===== config.mk =====
export PLATFORM = sky130hd
export DESIGN_NAME = pagePoolAllocator
export DESIGN_NICKNAME = d
export VERILOG_FILES = /design/src/rtl/pageAllocPkg.sv /design/src/rtl/pageQueue.sv /design/src/rtl/pageAllocCtrl.sv /design/src/rtl/pageAllocDatapath.sv /design/src/rtl/pagePoolAllocator.sv
export SDC_FILE = /design/constraint.sdc
export NUM_CORES = 1
export LEC_CHECK = 0
export ABC_AREA = 1
export BUFFER_PORTS_ARGS = -buffer_cell sky130_fd_sc_hd__clkbuf_2
export CORE_MARGIN = 10
export CORE_UTILIZATION = 50
export CTS_CLUSTER_DIAMETER = 30
export DETAILED_ROUTE_END_ITERATION = 8
export HOLD_SLACK_MARGIN = 0.03
export PLACE_DENSITY = 0.79
export SYNTH_ARGS = -nofsm -noshare
export SYNTH_HDL_FRONTEND = slang
export SYNTH_SLANG_ARGS = --single-unit

===== constraint.sdc =====
create_clock -name clk -period 3.34 [get_ports clk]
set_input_delay 1.002 -clock clk [delete_from_list [all_inputs] [get_ports clk]]
set_output_delay 1.002 -clock clk [all_outputs]
set_load 0.03 [all_outputs]

===== src/rtl/pageAllocPkg.sv =====
package pageAllocPkg;

  typedef enum logic [2:0] {
    CMD_NOP       = 3'd0,
    CMD_TXALLOC   = 3'd1,
    CMD_WIPE      = 3'd2,
    CMD_RXPOP     = 3'd3,
    CMD_RXPOPFREE = 3'd4,
    CMD_FREE      = 3'd5,
    CMD_ENQ       = 3'd6,
    CMD_TXCLR     = 3'd7
  } cmdCodeE;

  localparam int ST_RCV     = 0;
  localparam int ST_TXDONE  = 1;
  localparam int ST_TXEMPTY = 2;
  localparam int ST_ALLOC   = 3;

  localparam logic [7:0] NO_PAGE = 8'h80;
  localparam logic [3:0] STATUS_RESET = 4'b0100;

  // one-cycle strobes from control to datapath
  typedef struct packed {
    logic allocTx;
    logic wipe;
    logic rxPop;
    logic rxFree;
    logic freeSel;
    logic enqTx;
    logic clrTx;
    logic ackEmpty;
    logic ackDone;
    logic txSent;
    logic rxReq;
  } strobeT;

endpackage


===== src/rtl/pageQueue.sv =====
module pageQueue #(
  parameter int DEPTH = 4,
  parameter int W = 2,
  localparam int CW = $clog2(DEPTH + 1)
) (
  input  logic          clk,
  input  logic          rstN,
  input  logic          clr,
  input  logic          push,
  input  logic [W-1:0]  pushData,
  input  logic          pop,
  output logic [W-1:0]  head,
  output logic [CW-1:0] count,
  output logic [CW-1:0] countNext
);

  logic [W-1:0] slot [DEPTH];
  logic [W-1:0] slotNext [DEPTH];
  logic popOk;
  logic pushOk;
  logic [CW-1:0] afterPop;

  // pop acts on the old contents first, then the push lands behind
  always_comb begin
    popOk = pop && (count != '0);
    afterPop = count - CW'(popOk);
    for (int i = 0; i < DEPTH; i++) slotNext[i] = slot[i];
    if (popOk) begin
      for (int i = 0; i < DEPTH - 1; i++) slotNext[i] = slot[i + 1];
    end
    pushOk = push && (afterPop < CW'(DEPTH));
    for (int i = 0; i < DEPTH; i++) begin
      if (pushOk && (afterPop == CW'(i))) slotNext[i] = pushData;
    end
    countNext = clr ? '0 : (afterPop + CW'(pushOk));
  end

  always_ff @(posedge clk) begin
    if (!rstN) count <= '0;
    else       count <= countNext;
  end

  always_ff @(posedge clk) begin
    for (int i = 0; i < DEPTH; i++) slot[i] <= slotNext[i];
  end

  assign head = slot[0];

endmodule


===== src/rtl/pageAllocCtrl.sv =====
module pageAllocCtrl
  import pageAllocPkg::*;
(
  input  logic       cmdValid,
  input  logic [2:0] cmdCode,
  input  logic       ackEmpty,
  input  logic       ackDone,
  input  logic       txSent,
  input  logic       rxReq,
  output strobeT     strobes
);

  cmdCodeE code;

  always_comb begin
    code = cmdCodeE'(cmdCode);
    strobes = '0;
    if (cmdValid) begin
      unique case (code)
        CMD_NOP:       ;
        CMD_TXALLOC:   strobes.allocTx = 1'b1;
        CMD_WIPE:      strobes.wipe    = 1'b1;
        CMD_RXPOP:     strobes.rxPop   = 1'b1;
        CMD_RXPOPFREE: strobes.rxFree  = 1'b1;
        CMD_FREE:      strobes.freeSel = 1'b1;
        CMD_ENQ:       strobes.enqTx   = 1'b1;
        CMD_TXCLR:     strobes.clrTx   = 1'b1;
      endcase
    end
    strobes.ackEmpty = ackEmpty;
    strobes.ackDone  = ackDone;
    strobes.txSent   = txSent && !strobes.clrTx;
    strobes.rxReq    = rxReq;
    // a wipe swallows everything else in its cycle
    if (strobes.wipe) begin
      strobes = '0;
      strobes.wipe = 1'b1;
    end
  end

endmodule


===== src/rtl/pageAllocDatapath.sv =====
module pageAllocDatapath
  import pageAllocPkg::*;
#(
  parameter int PAGES = 4,
  localparam int PAGE_W = (PAGES > 1) ? $clog2(PAGES) : 1,
  localparam int CNT_W = $clog2(PAGES + 1)
) (
  input  logic              clk,
  input  logic              rstN,
  input  strobeT            strobes,
  input  logic [PAGE_W-1:0] pageSel,
  input  logic              autoRelease,
  input  logic [3:0]        intMask,
  output logic [7:0]        allocResult,
  output logic [7:0]        txPendHead,
  output logic [7:0]        txDoneHead,
  output logic [7:0]        rxHead,
  output logic [CNT_W-1:0]  usedPages,
  output logic [3:0]        status,
  output logic              irq
);

  function automatic logic [PAGE_W-1:0] lowestFree(input logic [PAGES-1:0] m);
    logic [PAGE_W-1:0] r;
    r = '0;
    for (int i = PAGES - 1; i >= 0; i--) begin
      if (!m[i]) r = PAGE_W'(i);
    end
    return r;
  endfunction

  function automatic logic [PAGES-1:0] pageBit(input logic [PAGE_W-1:0] p);
    logic [PAGES-1:0] r;
    r = '0;
    for (int i = 0; i < PAGES; i++) begin
      if (p == PAGE_W'(i)) r[i] = 1'b1;
    end
    return r;
  endfunction

  logic [PAGES-1:0] usedMap, usedMapNext, freeMask, mapA, mapB;
  logic [7:0] allocRes, allocResNext;
  logic [3:0] stat, statNext;
  logic txTry, txGrant, rxGrant;
  logic [PAGE_W-1:0] txPick, rxPick;

  logic [PAGE_W-1:0] pendHd, doneHd, rxHd;
  logic [CNT_W-1:0] pendCnt, pendCntNext, doneCnt, doneCntNext, rxCnt, rxCntNext;
  logic pendSendOk, donePush, rxPopAny;

  assign pendSendOk = strobes.txSent && (pendCnt != '0);
  assign donePush   = pendSendOk && !autoRelease;
  assign rxPopAny   = strobes.rxPop || strobes.rxFree;

  // frees first, then the transmit grant, then the receive grant
  always_comb begin
    freeMask = '0;
    if (strobes.rxFree && (rxCnt != '0)) freeMask = freeMask | pageBit(rxHd);
    if (strobes.freeSel)                 freeMask = freeMask | pageBit(pageSel);
    if (pendSendOk && autoRelease)       freeMask = freeMask | pageBit(pendHd);
    mapA = usedMap & ~freeMask;

    txTry   = strobes.allocTx || ((allocRes == NO_PAGE) && (freeMask != '0));
    txGrant = txTry && !(&mapA);
    txPick  = lowestFree(mapA);
    mapB    = txGrant ? (mapA | pageBit(txPick)) : mapA;

    rxGrant = strobes.rxReq && !(&mapB);
    rxPick  = lowestFree(mapB);
    usedMapNext = rxGrant ? (mapB | pageBit(rxPick)) : mapB;

    allocResNext = allocRes;
    if (strobes.allocTx) allocResNext = NO_PAGE;
    if (txGrant)         allocResNext = 8'(txPick);

    if (strobes.wipe) begin
      usedMapNext  = '0;
      allocResNext = '0;
    end
  end

  always_comb begin
    statNext = stat;
    if (strobes.allocTx)  statNext[ST_ALLOC] = 1'b0;
    if (txGrant)          statNext[ST_ALLOC] = 1'b1;
    if (strobes.ackEmpty) statNext[ST_TXEMPTY] = 1'b0;
    if (strobes.ackDone)  statNext[ST_TXDONE] = 1'b0;
    if (strobes.wipe)     statNext[ST_RCV] = 1'b0;
    else if (rxPopAny)    statNext[ST_RCV] = (rxCntNext != '0);
    else if (rxGrant)     statNext[ST_RCV] = 1'b1;
    if (pendCntNext == '0) statNext[ST_TXEMPTY] = 1'b1;
    if (doneCntNext != '0) statNext[ST_TXDONE] = 1'b1;
  end

  always_ff @(posedge clk) begin
    if (!rstN) begin
      usedMap  <= '0;
      allocRes <= '0;
      stat     <= STATUS_RESET;
    end else begin
      usedMap  <= usedMapNext;
      allocRes <= allocResNext;
      stat     <= statNext;
    end
  end

  pageQueue #(.DEPTH(PAGES), .W(PAGE_W)) pendQ_i (
    .clk(clk), .rstN(rstN),
    .clr(strobes.wipe || strobes.clrTx),
    .push(strobes.enqTx), .pushData(pageSel),
    .pop(strobes.txSent),
    .head(pendHd), .count(pendCnt), .countNext(pendCntNext)
  );

  pageQueue #(.DEPTH(PAGES), .W(PAGE_W)) doneQ_i (
    .clk(clk), .rstN(rstN),
    .clr(strobes.wipe || strobes.clrTx),
    .push(donePush), .pushData(pendHd),
    .pop(strobes.ackDone),
    .head(doneHd), .count(doneCnt), .countNext(doneCntNext)
  );

  pageQueue #(.DEPTH(PAGES), .W(PAGE_W)) rxQ_i (
    .clk(clk), .rstN(rstN),
    .clr(strobes.wipe),
    .push(rxGrant), .pushData(rxPick),
    .pop(rxPopAny),
    .head(rxHd), .count(rxCnt), .countNext(rxCntNext)
  );

  always_comb begin
    usedPages = '0;
    for (int i = 0; i < PAGES; i++) usedPages = usedPages + CNT_W'(usedMap[i]);
  end

  assign allocResult = allocRes;
  assign txPendHead  = (pendCnt == '0) ? NO_PAGE : 8'(pendHd);
  assign txDoneHead  = (doneCnt == '0) ? NO_PAGE : 8'(doneHd);
  assign rxHead      = (rxCnt == '0)   ? NO_PAGE : 8'(rxHd);
  assign status      = stat;
  assign irq         = |(stat & intMask);

endmodule


===== src/rtl/pagePoolAllocator.sv =====
module pagePoolAllocator
  import pageAllocPkg::*;
#(
  parameter int PAGES = 4,
  localparam int PAGE_W = (PAGES > 1) ? $clog2(PAGES) : 1,
  localparam int CNT_W = $clog2(PAGES + 1)
) (
  input  logic              clk,
  input  logic              rstN,
  input  logic              cmdValid,
  input  logic [2:0]        cmdCode,
  input  logic [PAGE_W-1:0] pageSel,
  input  logic              ackEmpty,
  input  logic              ackDone,
  input  logic [3:0]        intMask,
  input  logic              autoRelease,
  input  logic              txSent,
  input  logic              rxReq,
  output logic [7:0]        allocResult,
  output logic [7:0]        txPendHead,
  output logic [7:0]        txDoneHead,
  output logic [7:0]        rxHead,
  output logic [CNT_W-1:0]  usedPages,
  output logic [3:0]        status,
  output logic              irq
);

  strobeT strobes;

  pageAllocCtrl ctrl_i (
    .cmdValid(cmdValid), .cmdCode(cmdCode),
    .ackEmpty(ackEmpty), .ackDone(ackDone),
    .txSent(txSent), .rxReq(rxReq),
    .strobes(strobes)
  );

  pageAllocDatapath #(.PAGES(PAGES)) dp_i (
    .clk(clk), .rstN(rstN), .strobes(strobes),
    .pageSel(pageSel), .autoRelease(autoRelease), .intMask(intMask),
    .allocResult(allocResult), .txPendHead(txPendHead),
    .txDoneHead(txDoneHead), .rxHead(rxHead),
    .usedPages(usedPages), .status(status), .irq(irq)
  );

endmodule


==> results.tsv, run 1 <==
stage	metric	value	unit
drt	total_vias_in_the_final_route	2400	
grt	grt_pass1_wl	10600	µm
placed_design	dp_hpwl	5340	µm
timing	finalCritPeriodShare	95.1	%
yosys	synth-async-reset-ratio	0	%
grt	global_route.usage.total	14.6	%
final_layout	drive_gt1_share	31.5	%
grt	via_count_of_the_first_global_routing_pass	2345	
setup_path	critical_path_class	in2reg	
cts	max-clock-path-buffers	2	
timing	grt_setup_unrepaired	yes	
floorplan	floorplan.die_area	9070	µm²
floorplan	rows	27	
cts	clock_insertion_delay_worst_skew	300	ps
timing	worst_slew_pin_slew	557	ps
drt	dr.first_iter.drc_count	88	
drt	drcViolationCount	0	
drt	via_count_normalized_by_instance_count	4.80	
cts	cts_num_sinks	44	
grt	grt_antenna_before_repair	0	
drt	drtPass1Iterations	4	
drt	totalWireLength	6610	µm
final_layout	syn2layout_area_growth	22.7	%
setup_path	timing.critical_path.buf_inv	5	
cts	clock_tree_from_tritoncts	yes	
setup_path	cp.arrival	3370	ps
placed_design	pre_cts_slack	-275	ps
setup_path	critPathRequiredTime	3530	ps
floorplan	die-width	95.3	µm
grt	groute.layer.met3.usage	3.30	%
timing	timing.final.crit_period	3180	ps
hold_path	worst_hold_path_type	reg2reg	
floorplan	floorplan.io_pins	57	
yosys	synthCells	352	
yosys	synth_sequential_area_ratio	39.6	%
timing	clock-skew-final	4.92	ps
power_and_ir_drop	vdd.ir_drop.worst	0.528	mV
setup_path	timing.critical_path.fanout_max	3	
timing	max_freq	315	MHz
placed_design	place_congestion	0.904	
final_layout	antennaDiodeCount	0	
yosys	synthesis.area_per_instance	8.04	µm²
timing	max_slew_headroom	62.6	%
setup_path	worstSetupStartpointType	input port	
job	maxCapViolCount	0	
yosys	yosysWarningCount	0	
setup_path	crit_path_frequent_cell	ha_1	
final_layout	finish.utilization	63.1	%
timing	timing_hold_violations_final	0	
timing	setup-violations-final	0	
cts	cts.reportedPaths.clkPinSlew	80	ps
floorplan	floorplan.initialDensity	51.4	%
power_and_ir_drop	leakage	1.77	nW
grt	gr-max-usage-layer	met2	
floorplan	core_area	5510	µm²
setup_path	critical_path.max_stage_delay	290	ps
grt	met1_usage	15.7	%
yosys	synthesis.area	2830	µm²
setup_path	crit_path_cell_chain	clkbuf_2, inv_1, nand2_2, nor2_4, buf_12, nor2_8, nand2_2, inv_1, ha_1, ha_1, or2_2, nand2_1, inv_1, nor3_4, ha_1, ha_1, nor2_1, nor2_1, nand2_1, a311o_1	
yosys	number_of_distinct_library_cells_after_synthesis	37	
drt	detail-route-antenna-nets	0	
grt	globalRouteMet2Util	27.0	%
grt	grt_start_max_net_pins	15	
drt	wl_per_cell	13.2	µm
final_layout	final_nets	458	
timing	setup_tns	0	ps
cts	cts.root.buffer_cell	clkbuf_8	
yosys	synth-edff-count	24	
cts	cts_max_level	2	
timing	setup_ws	163	ps
final_layout	postLayoutCellArea	3470	µm²
power_and_ir_drop	power-per-cell-area	687	nW/µm²
yosys	postSynthRegisterBits	44	
setup_path	critical-path-top-delay-family	simple AND/OR/NAND/NOR gates	
setup_path	slowest_stage	or2_2	
outcome	status	completed	
floorplan	die-height	95.3	µm
yosys	synth_top_flop_cell	edfxtp_1	
final_layout	nFillCells	473	
grt	overflow	0	
placed_design	placed_cell_area	3280	µm²
timing	timing.final.max_slew_violations	0	
placed_design	port_buffers	36	
power_and_ir_drop	power.total	0.00239	W
cts	tritoncts.num_buffers	5	
setup_path	critical_path.endpoint_type	flop	
[registers in the layout (all words and copies together), names as in the netlist]
signal,count
dp_i.pendQ_i.count,3
dp_i.rxQ_i.slot,8
dp_i.doneQ_i.count,3
dp_i.status,4
dp_i.usedMap,4
dp_i.rxQ_i.count,3
dp_i.doneQ_i.slot,8
dp_i.pendQ_i.slot,8
dp_i.allocResult,3
[logic make-up (layout without fill, tap and decap cells)]
family	after synthesis	after routing	synth area share [%]
and+or+nand+nor	170	170	31.5
buffers and inverters	82	139	13.5
DFF	44	44	39.6
AOI/OAI and AO/OA	38	38	7.91
adders and majority gates	14	14	6.45
xor gates and xnor gates	3	3	0.928
other	1	20	0.132
[report_power, final]
group          switching (W)  total, W  leakage [nW]  internal, W
clock               0.000183  0.000404        0.0541     0.000221
combinational       0.000788   0.00120          1.34     0.000409
sequential         0.0000622  0.000783         0.383     0.000721
[path summary, 6_finish.rpt]
path / start / end / slack [ps] / cells past startpoint
max: cmdCode[2] / dp_i.status[2] / 160 / 20
min: dp_i.allocResult[0] / dp_i.allocResult[0] / 490 / 2
max reg2reg: dp_i.doneQ_i.count[1] / dp_i.status[1] / 520 / 13
min reg2reg: dp_i.allocResult[0] / dp_i.allocResult[0] / 490 / 2
[cell usage after synthesis (all sizes together) (2+ instances only)]
cell | count | share of area (%)
o21ai | 22 | 3.9
xnor2 | 2 | 0.62
nor2 | 46 | 7.8
edfxtp | 24 | 25
nand4 | 7 | 2.7
dfxtp | 20 | 14
nand3 | 22 | 5.9
nor3 | 8 | 1.6
inv | 61 | 8.1
nand2 | 84 | 13
a21oi | 12 | 2.5
ha | 13 | 5.7
buf | 20 | 5.3
[timing repair]
item / 4_1_cts / 5_1_grt
cloned: 0 / 0
hold buffers: 0 / 0
pin swaps: 0 / 10
endpoints found under the setup margin: 1 / 4
resized for setup: 1 / 14
setup buffers: 0 / 3
[layout by cell type, fill, tap and decap left out, drive strengths merged, types with 2 or more instances in the layout]
cell type,n
nor3,8
xnor2,2
conb,20
a21oi,12
o21ai,22
edfxtp,24
nand2,84
dfxtp,20
clkbuf,41
nand3,22
ha,13
nor2,46
buf,34
nand4,7
inv,61
[layout make-up]
| type | instances | area [µm²] | area share (%) |
|---|---|---|---|
| inverters | 61 | 229 | 6.59 |
| clock buffers | 5 | 68.8 | 1.98 |
| multi-input cells | 245 | 1470 | 42.4 |
| well taps | 72 | 90.1 | 2.59 |
| flip-flops and latches | 44 | 1120 | 32.3 |
| clock inverters | 3 | 42.5 | 1.22 |
| repair buffers | 70 | 448 | 12.9 |
[worst min-delay path, delay by kind of cell, from the launching register on]
family           cells  cell delay, ps
flip-flops           1             330
AND/OR/NAND/NOR      1              60
AO/OA/AOI/OAI        1              50
[per-stage QoR]
step | hold WS, ps | std cells
global placement | 474 | 489
finish | 486 | 500
global route | 527 | 500
CTS | 486 | 497
detailed placement | 474 | 489
floorplan | 496 | 371
[metal layers]
metal | wire length, µm | share of wire, % | vias to the layer above
met2 | 3650 | 55 | 48
met3 | 354 | 5.4 | 9
met1 | 2500 | 38 | 1110
met5 | 0 | 0 | -
li1 | - | - | 1233
met4 | 105 | 1.6 | 0
(Power assumes the default switching activity.)
==> run 2: changes to the inputs <==
- clock period: 3.34 -> 2.8 ns (I/O delays scaled with it)
==> run 2 against run 1 <==
The run now ends with setup timing left. Hold slack better by 10 ps. Critical path depth shrank 2. Largest power group unchanged. Flip-flop and latch count stayed put. Sequential power increased by 20%. Via count up 13%. Register-to-register slack worse by 350 ps. Clock power fell by 5.2%. Combinational power increased by 62%. Global-route usage up 2.7 points.
==> results.tsv, run 2 (synthesized netlist as in run 1, its figures left out) <==
stage	metric	value	unit
final_layout	final_nets	504	
floorplan	die-height	95.3	µm
final_layout	syn2layout_area_growth	43.9	%
hold_path	worst_hold_path_type	reg2reg	
power_and_ir_drop	power-per-cell-area	801	nW/µm²
grt	met1_usage	18.8	%
final_layout	final_common_cell	buf_4	
timing	max_freq	346	MHz
setup_path	critical_path.endpoint_type	flop	
final_layout	nFillCells	356	
drt	total_vias_in_the_final_route	2714	
timing	timing.final.crit_period	2890	ps
timing	setup-violations-final	19	
floorplan	floorplan.io_pins	57	
floorplan	core_area	5510	µm²
timing	grt_setup_unrepaired	yes	
outcome	status	complete, but fails checks	
grt	grt_start_max_net_pins	14	
job	maxCapViolCount	0	
final_layout	postLayoutCellArea	4080	µm²
grt	groute.layer.met3.usage	3.93	%
final_layout	antennaDiodeCount	0	
setup_path	critical_path_class	in2reg	
grt	globalRouteMet2Util	30.8	%
floorplan	rows	27	
cts	clock_tree_from_tritoncts	yes	
timing	timing.final.max_slew_violations	0	
drt	drtPass1Iterations	4	
grt	grt_pass1_wl	12500	µm
timing	setup_ws	-86.8	ps
placed_design	pre_cts_slack	-487	ps
grt	via_count_of_the_first_global_routing_pass	2745	
final_layout	storage_element_area	1120	µm²
setup_path	cp.arrival	3050	ps
final_layout	layout.cells.most_common_list	buf_4, nand2_1, inv_1	
cts	tritoncts.num_buffers	5	
power_and_ir_drop	vdd.ir_drop.worst	0.592	mV
placed_design	dp_hpwl	5390	µm
power_and_ir_drop	leakage	2.00	nW
timing	max_slew_headroom	66.6	%
placed_design	port_buffers	36	
drt	totalWireLength	8350	µm
grt	global_route.usage.total	17.3	%
setup_path	critPathRequiredTime	2970	ps
final_layout	registers_with_the_highest_flip_flop_counts	dp_i.doneQ_i.slot: 8 flops, dp_i.pendQ_i.slot: 8 flops, dp_i.rxQ_i.slot: 8 flops	
drt	wl_per_cell	15.3	µm
cts	clock_insertion_delay_worst_skew	300	ps
final_layout	finalNonFillerCells	545	
cts	cts_num_sinks	44	
timing	clock-skew-final	9.08	ps
outcome	failed_checks	setup timing	
drt	via_count_normalized_by_instance_count	4.98	
placed_design	post-place-cells	509	
final_layout	finish.utilization	74.0	%
drt	drcViolationCount	0	
final_layout	area_of_combinational_cells_with_multiple_inputs	1700	µm²
setup_path	timing.critical_path.fanout_max	3	
timing	finalCritPeriodShare	103	%
timing	timing_hold_violations_final	0	
floorplan	die-width	95.3	µm
timing	worst_slew_pin_slew	499	ps
cts	max-clock-path-buffers	2	
final_layout	drive_gt1_share	42.9	%
drt	dr.first_iter.drc_count	184	
cts	cts.root.buffer_cell	clkbuf_8	
grt	grt_antenna_before_repair	0	
cts	cts_max_level	2	
floorplan	floorplan.initialDensity	51.4	%
drt	detail-route-antenna-nets	0	
cts	cts.reportedPaths.clkPinSlew	80	ps
placed_design	placed_cell_area	3560	µm²
grt	gr-max-usage-layer	met2	
floorplan	floorplan.die_area	9070	µm²
placed_design	place_congestion	0.870	
setup_path	worstSetupStartpointType	input port	
grt	overflow	0	
-- run 2: worst max-delay path, cell delays in order --
cell	delay, ps
clkbuf_16	140
inv_12	50
nand2_4	50
nor2_4	200
inv_2	80
nand2_2	100
nor2_4	50
ha_4	190
ha_4	170
xnor2_4	140
inv_2	60
nor3_4	190
ha_2	210
ha_4	130
xor2_2	140
a31oi_1	100
a21oi_1	130
nor2_1	60
-- run 2: metal layers --
metal,part of all wire [%],vias up
li1,-,1324
met1,38,1250
met2,52,101
met3,5.5,39
met4,4.4,0
met5,0,-
-- run 2: path summary, 6_finish.rpt --
kind	end	startpoint	slack, ps	depth (start not counted)
min reg2reg	dp_i.allocResult[0]	dp_i.allocResult[0]	500	2
min	dp_i.allocResult[0]	dp_i.allocResult[0]	500	2
max	dp_i.status[1]	cmdCode[2]	-90	18
max reg2reg	dp_i.rxQ_i.count[1]	dp_i.rxQ_i.count[2]	170	17
-- run 2: power by group --
group          switching (W)  leakage, nW  internal (W)
Clock               0.000213       0.0410      0.000170
Sequential         0.0000829        0.383      0.000860
Combinational        0.00114         1.58      0.000800
-- run 2: cell type report --
type | instances | share of cell area (%)
multi-input cells | 245 | 41.8
flip-flops and latches | 44 | 27.5
repair buffers | 116 | 20.4
inverters | 61 | 6.17
well taps | 72 | 2.21
clock buffers | 6 | 1.78
clock inverters | 1 | 0.123
-- run 2: through the flow --
stage          total power, W  hold slack, ps  TNS (ps)
6_report              0.00326             497      -751
5_1_grt               0.00345             532     -3990
4_1_cts               0.00307             496     -18.8
3_5_place_dp          0.00252             484    -14720
3_3_place_gp          0.00245             473    -11200
2_1_floorplan         0.00202             496      -470
-- run 2: timing repair --
| action | in CTS | in global routing |
|---|---|---|
| endpoints found under the setup margin | 14 | 35 |
| buffers inserted | 23 | 6 |
| pin swaps | 26 | 20 |
| gates resized for setup | 21 | 26 |
| hold buffers | 0 | 0 |
